$ cat config.mk
export PLATFORM = sky130hd
export DESIGN_NAME = sem_reg_top
export DESIGN_NICKNAME = d
export VERILOG_FILES = /design/src/rtl/sem_reg_pkg.sv /design/src/rtl/sem_rst_sync.sv /design/src/rtl/sem_slot.sv /design/src/rtl/sem_reg_top.sv
export SDC_FILE = /design/constraint.sdc
export NUM_CORES = 1
export LEC_CHECK = 0
export BUFFER_PORTS_ARGS = -buffer_cell sky130_fd_sc_hd__buf_2
export CORE_ASPECT_RATIO = 2
export CORE_MARGIN = 8
export CORE_UTILIZATION = 35
export DETAILED_ROUTE_END_ITERATION = 8
export PLACE_DENSITY = 0.77
export SLEW_MARGIN = 20
export SYNTH_ARGS = -nofsm -noshare
export SYNTH_HDL_FRONTEND = slang
export SYNTH_SLANG_ARGS = --single-unit
$ cat constraint.sdc
create_clock -name clk -period 1.9 [get_ports clk]
set_input_delay 0 -clock clk [delete_from_list [all_inputs] [get_ports clk]]
set_output_delay 0 -clock clk [all_outputs]
set_load 0.01 [all_outputs]
$ cat src/rtl/sem_reg_pkg.sv
package sem_reg_pkg;
  typedef enum logic {
    OWN_BUS = 1'b0,
    OWN_LOC = 1'b1
  } sem_owner_e;
endpackage

$ cat src/rtl/sem_rst_sync.sv
module sem_rst_sync #(
  parameter int STAGES = 2
) (
  input  logic clk,
  input  logic rst_n,
  output logic rst_n_sync
);
  logic [STAGES-1:0] chain_q;

  always_ff @(posedge clk or negedge rst_n) begin
    if (!rst_n) chain_q <= '0;
    else        chain_q <= {chain_q[STAGES-2:0], 1'b1};
  end

  assign rst_n_sync = chain_q[STAGES-1];
endmodule

$ cat src/rtl/sem_slot.sv
module sem_slot
  import sem_reg_pkg::*;
#(
  parameter int TAG_W = 7,
  localparam int SEM_W = TAG_W + 1
) (
  input  logic             clk,
  input  logic             rst_n,
  input  logic             bus_wr,
  input  logic [SEM_W-1:0] bus_byte,
  input  logic             loc_wr,
  input  logic [SEM_W-1:0] loc_byte,
  output logic [SEM_W-1:0] sem_byte
);
  logic             lock_q, lock_d;
  logic [TAG_W-1:0] tag_q, tag_d;
  sem_owner_e       owner_q, owner_d;
  logic             upd_en;

  logic bus_acq, bus_rel, loc_acq, loc_rel, owner_rel;

  assign bus_acq   = bus_wr &  bus_byte[SEM_W-1];
  assign bus_rel   = bus_wr & ~bus_byte[SEM_W-1];
  assign loc_acq   = loc_wr &  loc_byte[SEM_W-1];
  assign loc_rel   = loc_wr & ~loc_byte[SEM_W-1];
  assign owner_rel = (owner_q == OWN_BUS) ? bus_rel : loc_rel;

  always_comb begin
    lock_d  = lock_q;
    tag_d   = tag_q;
    owner_d = owner_q;
    upd_en  = 1'b0;
    if (!lock_q) begin
      if (bus_acq) begin
        lock_d  = 1'b1;
        tag_d   = bus_byte[TAG_W-1:0];
        owner_d = OWN_BUS;
        upd_en  = 1'b1;
      end else if (loc_acq) begin
        lock_d  = 1'b1;
        tag_d   = loc_byte[TAG_W-1:0];
        owner_d = OWN_LOC;
        upd_en  = 1'b1;
      end
    end else if (owner_rel) begin
      lock_d  = 1'b0;
      tag_d   = '0;
      owner_d = OWN_BUS;
      upd_en  = 1'b1;
    end
  end

  always_ff @(posedge clk or negedge rst_n) begin
    if (!rst_n) begin
      lock_q  <= 1'b0;
      tag_q   <= '0;
      owner_q <= OWN_BUS;
    end else if (upd_en) begin
      lock_q  <= lock_d;
      tag_q   <= tag_d;
      owner_q <= owner_d;
    end
  end

  assign sem_byte = {lock_q, tag_q};


  bus_acquire_chk: assert property (@(posedge clk) disable iff (!rst_n)
    (!sem_byte[SEM_W-1] && bus_acq) |=> (sem_byte == $past(bus_byte)) && (owner_q == OWN_BUS));


  held_ignore_chk: assert property (@(posedge clk) disable iff (!rst_n)
    (sem_byte[SEM_W-1] && !(bus_rel && owner_q == OWN_BUS) && !(loc_rel && owner_q == OWN_LOC))
      |=> $stable(sem_byte) && $stable(owner_q));


  owner_release_chk: assert property (@(posedge clk) disable iff (!rst_n)
    (sem_byte[SEM_W-1] && owner_q == OWN_LOC && loc_rel) |=> (sem_byte == '0));


  foreign_release_chk: assert property (@(posedge clk) disable iff (!rst_n)
    (sem_byte[SEM_W-1] && owner_q == OWN_BUS && loc_rel && !bus_rel) |=> sem_byte[SEM_W-1]);


  free_stays_zero_chk: assert property (@(posedge clk) disable iff (!rst_n)
    (!sem_byte[SEM_W-1] && !bus_acq && !loc_acq) |=> (sem_byte == '0));


  bus_wins_chk: assert property (@(posedge clk) disable iff (!rst_n)
    (!sem_byte[SEM_W-1] && bus_acq && loc_acq) |=> (owner_q == OWN_BUS));
endmodule

$ cat src/rtl/sem_reg_top.sv
module sem_reg_top #(
  parameter int NUM_SEM = 4,
  parameter int TAG_W   = 7,
  localparam int SEM_W  = TAG_W + 1,
  localparam int DATA_W = NUM_SEM * SEM_W
) (
  input  logic               clk,
  input  logic               rst_n,
  input  logic               bus_we,
  input  logic [NUM_SEM-1:0] bus_be,
  input  logic [DATA_W-1:0]  bus_wdata,
  output logic [DATA_W-1:0]  bus_rdata,
  input  logic               loc_we,
  input  logic [NUM_SEM-1:0] loc_be,
  input  logic [DATA_W-1:0]  loc_wdata,
  output logic [DATA_W-1:0]  loc_rdata
);
  logic              rst_n_int;
  logic [DATA_W-1:0] sem_vec;

  sem_rst_sync #(.STAGES(2)) u_rst (
    .clk        (clk),
    .rst_n      (rst_n),
    .rst_n_sync (rst_n_int)
  );

  for (genvar k = 0; k < NUM_SEM; k++) begin : g_slot
    sem_slot #(.TAG_W(TAG_W)) u_slot (
      .clk      (clk),
      .rst_n    (rst_n_int),
      .bus_wr   (bus_we & bus_be[k]),
      .bus_byte (bus_wdata[k*SEM_W +: SEM_W]),
      .loc_wr   (loc_we & loc_be[k]),
      .loc_byte (loc_wdata[k*SEM_W +: SEM_W]),
      .sem_byte (sem_vec[k*SEM_W +: SEM_W])
    );
  end

  assign bus_rdata = sem_vec;
  assign loc_rdata = sem_vec;


  idle_stable_chk: assert property (@(posedge clk) disable iff (!rst_n_int)
    ((!bus_we || bus_be == '0) && (!loc_we || loc_be == '0)) |=> $stable(bus_rdata));
endmodule

# --- Yosys cells after proc, flatten, opt, wreduce, memory -nomap -nowiden ---
# Cells that the tools add are included.
op_classes:
  eq_ne: 4
  n_reduce_logical: 8
  mux: 60
  bitwise: 32
ops:
  columns: ["cell", "count"]
  rows:
  - ["2-to-1 mux 7 bit", 16]
  - ["2-to-1 mux 1 bit", 44]
  - ["bitwise AND 1 bit", 24]
  - ["AND reduction 3 bit", 4]
  - ["nonzero test 3 bit", 4]
  - ["!= test 2 bit (second input constant)", 4]
  - ["NOT 1 bit", 8]
totals:
  out_inout_bits: 64
  word_cells: 117
  in_bits: 76
  ff_bits: 38

# --- Longest topological paths before layout ---
# Gate-level depths: netlist of the first run.
logic_depth:
  depth_word: 6
  mapped_depth: 5
  ltp_nobuf: 3

# --- By module ---
# From an unflattened synthesis of the first run, not the netlist that was laid out.
hier_totals:
  cells_unflattened: 283
  hier_area_um2: 2816.5
modules_own_cells:
  columns: ["module", "seq_area_each_um2", "cells_per_inst", "n_inst", "area_each_um2"]
  rows:
  - ["sem_slot", 225.2, 60, 4, 618.1]
  - ["sem_reg_top", 0.0, 40, 1, 290.3]
  - ["sem_rst_sync", 50.0, 3, 1, 53.8]

# --- Worst setup path after synthesis of the first run ---
# No wires, ideal clock.
synth_path:
  path_kind: "register to register"
  startpoint: "register g_slot[2].u_slot.owner_q"
  endpoint: "register g_slot[2].u_slot.lock_q"
  path_slack_ps: 753
  path_stages_with_launch: 3
  n_path_buf: 0
  required_ps: 1746
  period_less_slack_ps: 1147
  t_arrival_ps: 993
  setup_ps: 154
  path_cell_list: "dfrtp_1 o311ai_2 o21ai_0"
synth_via:
  elab_chain_len: 3
  elab_cells_between_ends: 5
  classes_between: "mux (5)"
synth_rtl:
  columns: ["item", "line", "text"]
  rows:
  - ["from (decl)", "sem_slot.sv:17", "sem_owner_e owner_q, owner_d;"]
  - ["from (signal assigned)", "sem_slot.sv:61", "owner_q <= owner_d;"]
  - ["2-to-1 mux 1 bit (*)", "sem_slot.sv:26", "assign owner_rel = (owner_q == OWN_BUS) ? bus_rel : loc_rel;"]
  - ["2-to-1 mux 1 bit", "sem_slot.sv:45", "end else if (owner_rel) begin"]
  - ["2-to-1 mux 1 bit", "sem_slot.sv:33", "if (!lock_q) begin"]
  - ["to (signal assigned)", "sem_slot.sv:59", "lock_q <= lock_d;"]
  - ["to (decl)", "sem_slot.sv:15", "logic lock_q, lock_d;"]
# Every way passes the cells marked *; elsewhere a longest branch is shown, timed or not.
# A chain may end at the register's enable or synchronous reset.

# --- Worst setup path in the final report of the first run ---
# Ends and elaborated chain as after synthesis.

==> out/metrics.yaml, run 1 <==
r2r-end: "g_slot[2].u_slot.lock_q$_DFFE_PN0P_"
cts_max_level: 2
hold_end: "g_slot[0].u_slot.tag_q[0]$_DFFE_PN0P_"
finalWorstSetupSlack_ns: 0.546
layout-drive-gt1-share_pct: 41.6
cts_tree: "done"
final_area_um2: 3200
rows: 44
path_delay_family: "compound AO/OA/AOI/OAI gates"
ys_seq_elements: 38
rr_startpoint: "g_slot[2].u_slot.owner_q$_DFFE_PN0P_"
antenna_found_initial: 0
dieArea_um2: 10500
tightest_slew_ns: 0.634
ff2ff_path_depth: 2
hp-start: "bus_wdata[0]"
seq_area_frac_synth_pct: 37.2
critical_path_buf_inv_count: 0
hold_class: "in2reg"
cts.clk_slew.worst_paths_ns: 0.06
power_density_nw_per_um2: 1450
drt-total-wl_mm: 7.56
diodes: 0
cts_made_buffers: 5
dr.pass1.iters: 4
leakage_nw: 1.60
clockRootBuffer: "clkbuf_16"
min_period_ns: 1.35
critical_path.max_fanout: 8
ys_warn_count: 0
wl_per_cell_um: 16.1
slew_headroom_pct: 57.6
gr-total-overflow: 0
setup_viol: 0
crit_path_end_kind: "register"
yosysTopAreaCell: "dfrtp_1"
ant_nets: 0
synth_top_family_by_area: "compound AO/OA/AOI/OAI gates"
layoutNonFillerInstCount: 469
critPathMaxStageDelay_ns: 0.61
clock_sinks: 38
cpMaxStageDelayCell: "o311ai_2"
cp-start-kind: "register"
final_nets: 452
seqPwrFrac_pct: 34.4
cts_buffer_depth: 2
synth_area_per_cell_um2: 9.09
vias_per_cell: 5.25
io_pins: 140
dp_cells: 460
start_util_pct: 35.7
netSwitchingPower_mw: 1.78
final_core_util_pct: 44.8
core_area_um2: 7160
post-place-ws_ns: 0.551
area_growth_pct: 25.4
grt_start_max_net_pins: 27
internal_power_mw: 2.87
io_buffers: 139
synth-xor-area-share_pct: 0
synthMuxAreaShare_pct: 0
drt_iter0_markers: 90
irDropWorstVdd_v: 0.000696
finalCritPeriodShare_pct: 71.2
status: "complete, no violations"
yosys-top-cells-area: "dfrtp_1, buf_4, o32ai_1, o221a_1, and4_1"
drv_cap: 0
dp.final_hpwl_mm: 5.81
ys_types: 28
power_frac_comb_pct: 41.8
grt_pass1_vias: 2515
fin_worst_skew_ns: 0.00431
finalHoldViolCount: 0
synth-simple-area-share_pct: 17.0
tns_ns: 0
synth.top_cell.area_share_pct: 37.2
hold_depth: 3
postSynthCellCount: 281
grt_pass1_wl_mm: 12.4
clock_latency_ns: 0.27
drv_slew: 0
netlist_area_um2: 2550
syn-num-nets: 357
power.total_mw: 4.65
drc_errors: 0
fmax_mhz: 739
rsz0062_at_grt: "no"
place_area_um2: 2990
path_cells: "o311ai_2, o21ai_0"
routabilityCongestion: 0.778
rrSetupSlack_ns: 0.55
clockPowerShare_pct: 23.8
hold_ws_ns: 0.0255
power.share.switching_pct: 38.2
worstPathArrival_ns: 1.47
synthAdderAreaFrac_pct: 0
synth-compound-area-share_pct: 26.2
track_usage_pct: 14.1
worstPathRequired_ns: 2.02
die_h_um: 137
vias: 2464
postCtsSetupRepairBufs: 0
critPathKind: "reg2reg"
die_w_um: 76.4
-- cell families (layout without fill, tap and decap cells) --
logic type	Yosys count	count (layout)
other cells	1	1
flops	38	38
buf+inv	84	180
simple gates	82	82
compound gates	76	76
-- cells in the final DEF, fill, tap and decap left out, types with 4 or more instances in the layout --
cell / count
buf_2: 139
dfrtp_1: 38
inv_1: 30
nor2_1: 28
o32ai_1: 26
nand2_1: 22
and4_1: 14
a211oi_1: 14
o221a_1: 12
nand3_1: 6
o21ai_0: 6
clkbuf_16: 5
and3_1: 4
nand4b_1: 4
o311ai_2: 4
-- worst max path at each step --
stage,depth (start not counted),to,start
after detailed placement,2,g_slot[1].u_slot.tag_q[2]$_DFFE_PN0P_,g_slot[1].u_slot.owner_q$_DFFE_PN0P_
after global routing,2,g_slot[1].u_slot.tag_q[2]$_DFFE_PN0P_,g_slot[1].u_slot.owner_q$_DFFE_PN0P_
after floorplan,2,g_slot[2].u_slot.lock_q$_DFFE_PN0P_,g_slot[2].u_slot.owner_q$_DFFE_PN0P_
after global placement,2,g_slot[2].u_slot.lock_q$_DFFE_PN0P_,g_slot[2].u_slot.owner_q$_DFFE_PN0P_
after CTS,2,g_slot[2].u_slot.lock_q$_DFFE_PN0P_,g_slot[2].u_slot.owner_q$_DFFE_PN0P_
final,2,g_slot[2].u_slot.lock_q$_DFFE_PN0P_,g_slot[2].u_slot.owner_q$_DFFE_PN0P_
-- layout make-up --
type / instances / area (um2)
tap: 92 / 115
multi-input combinational: 159 / 1100
fill: 728 / 3950
clock buffer: 6 / 139
inverter: 30 / 113
timing repair buffer: 142 / 721
clock inverter: 2 / 60.1
sequential: 38 / 951
-- timing repair --
item / CTS / global route
endpoints found under the hold margin: 2 / 0
resized for setup: 0 / 0
endpoints found under the setup margin: 0 / 0
hold buffers: 1 / 0
-- worst min-delay path: cells and delay by family --
kind | cells | cell delay, ns
compound gates | 1 | 0.07
buf+inv | 1 | 0.10
simple gates | 1 | 0.09
-- power by group through the flow --
stage | registers (mW) | clock network [mW] | logic [mW]
after global placement | 1.59 | 0 | 1.94
after global routing | 1.65 | 1.16 | 2.15
after CTS | 1.60 | 1.13 | 1.98
final | 1.60 | 1.10 | 1.94
after floorplan | 1.57 | 0 | 1.56
after detailed placement | 1.61 | 0 | 1.98
-- metal layers --
layer / up-vias / routed length, um / GRT usage [%]
met5: - / 0 / 0
met2: 157 / 3200 / 20.5
met1: 1105 / 3470 / 18.5
met4: 0 / 57 / 4.20
met3: 4 / 831 / 6.12
li1: 1198 / - / -
-- state kept, by name (all words and copies together) (netlist names) --
register	count
g_slot.u_slot.tag_q	28
u_rst.chain_q	2
g_slot.u_slot.owner_q	4
g_slot.u_slot.lock_q	4
-- cell usage after synthesis --
cell and number:
o32ai_1 26, clkbuf_1 7, buf_6 5, o311ai_2 4
a21o_1 2, buf_4 37, nand4b_1 4, a211oi_1 14
nor3_1 2, o221a_1 12, clkbuf_2 2, o211ai_1 2
a31oi_1 2, buf_2 3, o21ai_0 6, dfrtp_1 38
nand3_1 6, a21oi_1 2, o2bb2ai_1 2, and3_4 2
o221ai_1 2, inv_1 30, nand2_1 22, and3_1 4
and4_1 14, conb_1 1, a31o_2 2, nor2_1 28
(Power assumes the default switching activity.)
==> inputs of run 2 (changes only) <==
--- a/config.mk
+++ b/config.mk
@@ -5,12 +5,13 @@
 export SDC_FILE = /design/constraint.sdc
 export NUM_CORES = 1
 export LEC_CHECK = 0
+export ABC_AREA = 1
 export BUFFER_PORTS_ARGS = -buffer_cell sky130_fd_sc_hd__buf_2
 export CORE_ASPECT_RATIO = 2
 export CORE_MARGIN = 8
 export CORE_UTILIZATION = 35
 export DETAILED_ROUTE_END_ITERATION = 8
-export PLACE_DENSITY = 0.77
+export PLACE_DENSITY = 0.8
 export SLEW_MARGIN = 20
 export SYNTH_ARGS = -nofsm -noshare
 export SYNTH_HDL_FRONTEND = slang
==> constraint.sdc (replaced) <==
create_clock -name clk -period 1.1 [get_ports clk]
set_input_delay 0 -clock clk [delete_from_list [all_inputs] [get_ports clk]]
set_output_delay 0 -clock clk [all_outputs]
set_load 0.01 [all_outputs]
==> out/metrics.yaml, run 2 <==
tns_ns: 0
cts.clk_slew.worst_paths_ns: 0.06
grt_pass1_vias: 2627
clockRootBuffer: "clkbuf_16"
final_core_util_pct: 47.6
ant_nets: 0
finalCritPeriodShare_pct: 99.3
yosys-top-cells-area: "dfrtp_1, nand2_1, buf_4, nand3_1, nor2_1"
grt_start_max_net_pins: 37
path_cells: "inv_1, nor2_1, nand2_1, nand2_2, nand2_4, nand2_4, nand2_1, nand2_1"
rows: 44
critical_path.max_fanout: 7
use_met1_pct: 12.1
drv_cap: 0
dr.pass1.iters: 4
gr-total-overflow: 0
yosysTopAreaCell: "dfrtp_1"
regMostFlops: "g_slot.u_slot.tag_q"
leakage_nw: 2.19
use_met3_pct: 5.13
clock_sinks: 38
die_w_um: 76.9
final_nets: 563
clock_latency_ns: 0.29
synth.top_cell.area_share_pct: 36.6
worstPathRequired_ns: 1.27
netlist_area_um2: 2600
drc_errors: 0
rsz0062_at_grt: "yes"
path_delay_family: "simple AND/OR/NAND/NOR gates"
io_pins: 140
power_density_nw_per_um2: 2340
synth_area_per_cell_um2: 7.08
worstPathArrival_ns: 1.26
irDropWorstVdd_v: 0.00117
syn-num-nets: 443
finalHoldViolCount: 0
cts_buffer_depth: 2
track_usage_pct: 14.1
drt_iter0_markers: 181
reg_top3: "g_slot.u_slot.tag_q (28), g_slot.u_slot.lock_q (4), g_slot.u_slot.owner_q (4)"
dieArea_um2: 10600
ys_warn_count: 0
drt-total-wl_mm: 7.72
vias: 2632
critPathMaxStageDelay_ns: 0.40
final_cell_mix: "buf_2, nand2_1, nor2_1, nand3_1, dfrtp_1"
setup_viol: 0
final_common_cell: "buf_2"
status: "complete, no violations"
yosysMostFrequentCell: "nand2_1"
crit_top_cell: "nand2_1"
postSynthCellCount: 367
seq_area_frac_synth_pct: 36.6
cts_tree: "done"
routabilityCongestion: 0.779
synth-main-ff-cell: "dfrtp_1"
drv_slew: 0
dp.final_hpwl_mm: 6.26
cts_max_level: 2
cts_made_buffers: 5
hold_ws_ns: 0.0109
largest_reg_flops: 28
layout-drive-gt1-share_pct: 43.4
cpMaxStageDelayCell: "dfrtp_1"
cp-start-kind: "register"
synth_commonest_cells: "nand2_1, nand3_1, nor2_1"
area_growth_pct: 32.2
synth_edf_count: 0
critPathKind: "reg2reg"
met2_usage_pct: 27.5
die_h_um: 138
grt_most_used_layer: "met2"
min_period_ns: 1.09
diodes: 0
start_util_pct: 36.0
wl_per_cell_um: 13.3
antenna_found_initial: 0
vias_per_cell: 4.54
ys_seq_elements: 38
core_area_um2: 7210
io_buffers: 139
hold_class: "in2reg"
power.total_mw: 8.04
fin_worst_skew_ns: 0.00186
grt_pass1_wl_mm: 12.1
fmax_mhz: 916
ys_types: 17
critical_path_buf_inv_count: 1
async_flop_share_pct: 100
crit_path_end_kind: "register"
-- run 2: cell types whose count changed after synthesis, sizes merged, moves of 3 or more --
cell    before  now
nand2       22  151
nand3        6   48
o32ai       26    0
nor2        28   43
a211oi      14    0
and4        14    0
o221a       12    0
clkbuf       9    0
and3         6    0
nand4b       4    0
o311ai       4    0
buf         45   42
inv         30   33
-- run 2: metrics by stage --
step | std cells | setup slack, ns | cell area (um2)
after floorplan | 367 | 0.0967 | 2600
after global placement | 565 | 0.0726 | 3160
after detailed placement | 565 | 0.0123 | 3160
after CTS | 575 | -0.00285 | 3340
after global routing | 580 | -0.0816 | 3440
final | 580 | 0.00780 | 3440
-- run 2: timing repair --
action	CTS	global route
pin swaps	1	1
endpoints found under the setup margin	1	25
setup buffers	0	3
resized for setup	0	18
gates cloned	1	2
endpoints found under the hold margin	2	0
hold buffers	1	0
-- run 2: kinds of logic after synthesis --
group	synth area share (%)
and+or+nand+nor	43.1
buffers and inverters	18.7
DFF	36.6
AOI/OAI and AO/OA	1.44
other	0.144
-- run 2: layout make-up --
class                   instances  area [um2]
flip-flops and latches         38         952
repair buffers                152         808
inverters                      36         151
multi-input cells             254        1240
clock buffers                   8         166
well taps                      92         115
fillers                       754        3780
-- run 2: final timing paths --
kind / startpoint / end / slack (ns) / depth (start not counted)
max in group asynchronous: u_rst.chain_q[1]$_DFF_PN0_ / g_slot[1].u_slot.tag_q[5]$_DFFE_PN0P_ / 0.69 / 1
min in group asynchronous: rst_n / u_rst.chain_q[0]$_DFF_PN0_ / 0.04 / 2
hold / removal: loc_wdata[29] / g_slot[3].u_slot.tag_q[5]$_DFFE_PN0P_ / 0.01 / 5
setup / recovery: g_slot[2].u_slot.owner_q$_DFFE_PN0P_ / g_slot[2].u_slot.tag_q[3]$_DFFE_PN0P_ / 0.008 / 8
hold reg to reg: u_rst.chain_q[1]$_DFF_PN0_ / g_slot[2].u_slot.tag_q[2]$_DFFE_PN0P_ / 0.22 / 1
setup reg to reg: g_slot[2].u_slot.owner_q$_DFFE_PN0P_ / g_slot[2].u_slot.tag_q[3]$_DFFE_PN0P_ / 0.008 / 8
-- run 2: routing by layer --
layer | up-vias | part of all wire (%)
met1 | 1211 | 32
met3 | 15 | 6.4
met5 | - | 0
met2 | 75 | 59
met4 | 0 | 2.9
li1 | 1331 | -
-- run 2: worst reg2reg max path: stages, from the launching register on --
cell and delay (ns):
dfrtp_1 0.40, inv_1 0.07, nor2_1 0.04, nand2_1 0.06
nand2_2 0.09, nand2_4 0.12, nand2_4 0.08, nand2_1 0.07
nand2_1 0.06
-- run 2: power by group --
part | leakage (nW) | total, mW | switching (mW) | internal [mW]
clock | 0.0832 | 1.59 | 0.560 | 1.03
combinational | 1.62 | 3.92 | 2.26 | 1.65
sequential | 0.482 | 2.54 | 0.501 | 2.04
total | 2.19 | 8.04 | 3.32 | 4.72
==> inputs of run 3 (changes only) <==
--- a/config.mk
+++ b/config.mk
@@ -11,8 +11,10 @@
 export CORE_MARGIN = 8
 export CORE_UTILIZATION = 35
 export DETAILED_ROUTE_END_ITERATION = 8
+export HOLD_SLACK_MARGIN = 0.02
 export PLACE_DENSITY = 0.8
 export SLEW_MARGIN = 20
 export SYNTH_ARGS = -nofsm -noshare
 export SYNTH_HDL_FRONTEND = slang
 export SYNTH_SLANG_ARGS = --single-unit
+export TNS_END_PERCENT = 50
==> out/metrics.yaml, run 3 (synthesized netlist as in run 2, its figures left out) <==
tns_ns: 0
area_growth_pct: 32.3
vias: 2643
power_density_nw_per_um2: 2310
core_area_um2: 7210
dr.pass1.iters: 4
routabilityCongestion: 0.779
final_cell_mix: "buf_2, nand2_1, nand3_1, nor2_1, dfrtp_1"
grt_pass1_wl_mm: 12.2
vias_per_cell: 4.53
hold_class: "in2reg"
io_buffers: 139
wl_per_cell_um: 13.3
cts_tree: "done"
worstPathRequired_ns: 1.27
grt_start_max_net_pins: 37
final_nets: 566
ant_nets: 0
path_delay_family: "simple AND/OR/NAND/NOR gates"
final_common_cell: "buf_2"
status: "complete, no violations"
fillers: 757
cts_buffer_depth: 2
finalHoldViolCount: 0
dieArea_um2: 10600
cp-start-kind: "register"
die_h_um: 138
crit_path_end_kind: "register"
critPathMaxStageDelay_ns: 0.40
finalWorstSetupSlack_ns: 0.00850
hp-start: "loc_wdata[1]"
regMostFlops: "g_slot.u_slot.tag_q"
place_area_um2: 3160
finalCritPeriodShare_pct: 99.2
setup_viol: 0
rr_startpoint: "g_slot[2].u_slot.owner_q$_DFFE_PN0P_"
worstPathArrival_ns: 1.26
crit_start: "g_slot[2].u_slot.owner_q$_DFFE_PN0P_"
rows: 44
die_w_um: 76.9
clock_latency_ns: 0.29
power.total_mw: 7.94
critical_path_buf_inv_count: 1
cts_made_buffers: 5
reg_top3: "g_slot.u_slot.tag_q (28), g_slot.u_slot.lock_q (4), g_slot.u_slot.owner_q (4)"
final_area_um2: 3440
drv_cap: 0
leakage_nw: 2.19
path_cells: "inv_1, nor2_1, nand2_1, nand2_2, nand2_4, nand2_4, nand2_1, nand2_1"
io_pins: 140
fmax_mhz: 916
post-place-ws_ns: 0.0123
dp.final_hpwl_mm: 6.26
clockRootBuffer: "clkbuf_16"
clock_sinks: 38
drv_slew: 0
drt-total-wl_mm: 7.77
rsz0062_at_grt: "yes"
layout-drive-gt1-share_pct: 41.1
diodes: 0
min_period_ns: 1.09
cts.clk_slew.worst_paths_ns: 0.06
cpMaxStageDelayCell: "dfrtp_1"
drc_errors: 0
gr-total-overflow: 0
track_usage_pct: 14.3
largest_reg_flops: 28
crit_top_cell: "nand2_1"
grt_pass1_vias: 2663
antenna_found_initial: 0
critPathKind: "reg2reg"
fin_worst_skew_ns: 0.00188
irDropWorstVdd_v: 0.00118
drt_iter0_markers: 146
start_util_pct: 36.0
critical_path.max_fanout: 7
cts_max_level: 2
[run 3: changes by cell type in the layout (fill, tap and decap cells not counted)]
cell / previous run / this run
nand2_1: 116 / 122
dlygate4sd3_1: 1 / 6
nand2_4: 8 / 9
nand3_2: 2 / 0
nand3_1: 42 / 44
nand2_8: 1 / 0
nand2_2: 29 / 23
buf_4: 11 / 9
[run 3: layout make-up]
cell class	count	area (um2)	area share, %
Timing Repair Buffer	155	843	24.5
Multi-Input combinational cell	254	1210	35.2
Tap cell	92	115	3.35
Clock buffer	8	166	4.84
Sequential cell	38	952	27.7
Inverter	36	151	4.40
[run 3: stage by stage]
| stage | hold slack [ns] | instances | utilization, % |
|---|---|---|---|
| global placement | -0.213 | 565 | 43.8 |
| CTS | 0.0211 | 580 | 47.0 |
| finish | 0.0251 | 583 | 47.7 |
| floorplan | -0.296 | 367 | - |
| global route | 0.0503 | 583 | 47.7 |
| detailed placement | -0.208 | 565 | 43.8 |
[run 3: worst paths after layout]
| path | end | slack [ns] | depth (start not counted) |
|---|---|---|---|
| worst max register to register | g_slot[2].u_slot.tag_q[3]$_DFFE_PN0P_ | 0.008 | 8 |
| worst min-delay path | g_slot[0].u_slot.tag_q[1]$_DFFE_PN0P_ | 0.03 | 5 |
| max in group asynchronous | g_slot[1].u_slot.tag_q[2]$_DFFE_PN0P_ | 0.69 | 1 |
| worst max-delay path | g_slot[2].u_slot.tag_q[3]$_DFFE_PN0P_ | 0.008 | 8 |
| min in group asynchronous | u_rst.chain_q[0]$_DFF_PN0_ | 0.04 | 2 |
| worst min register to register | g_slot[2].u_slot.tag_q[2]$_DFFE_PN0P_ | 0.22 | 1 |
[run 3: power breakdown]
| group | internal, mW | switching, mW | total [mW] | leakage [nW] |
|---|---|---|---|---|
| logic | 1.60 | 2.21 | 3.81 | 1.62 |
| registers | 2.04 | 0.501 | 2.54 | 0.482 |
| clock network | 1.03 | 0.562 | 1.59 | 0.0832 |
[run 3: per-layer routing]
metal | GRT usage, % | share of wire, % | vias to the layer above
met5 | 0 | 0 | -
met4 | 8.08 | 3.1 | 0
met3 | 4.87 | 5.9 | 17
met2 | 27.7 | 59 | 79
met1 | 12.2 | 32 | 1212
li1 | - | - | 1335
[run 3: worst register-to-register path, cell delays in order (launching register included)]
cell     delay, ns
dfrtp_1       0.40
inv_1         0.07
nor2_1        0.04
nand2_1       0.06
nand2_2       0.09
nand2_4       0.12
nand2_4       0.08
nand2_1       0.07
nand2_1       0.06
[run 3: repair_timing]
action | CTS | global route
resized for setup | 0 | 9
buffers inserted | 0 | 1
hold endpoints to repair | 7 | 0
endpoints found under the setup margin | 1 | 25
hold buffers | 6 | 0
pin swaps | 1 | 1
cloned | 1 | 2
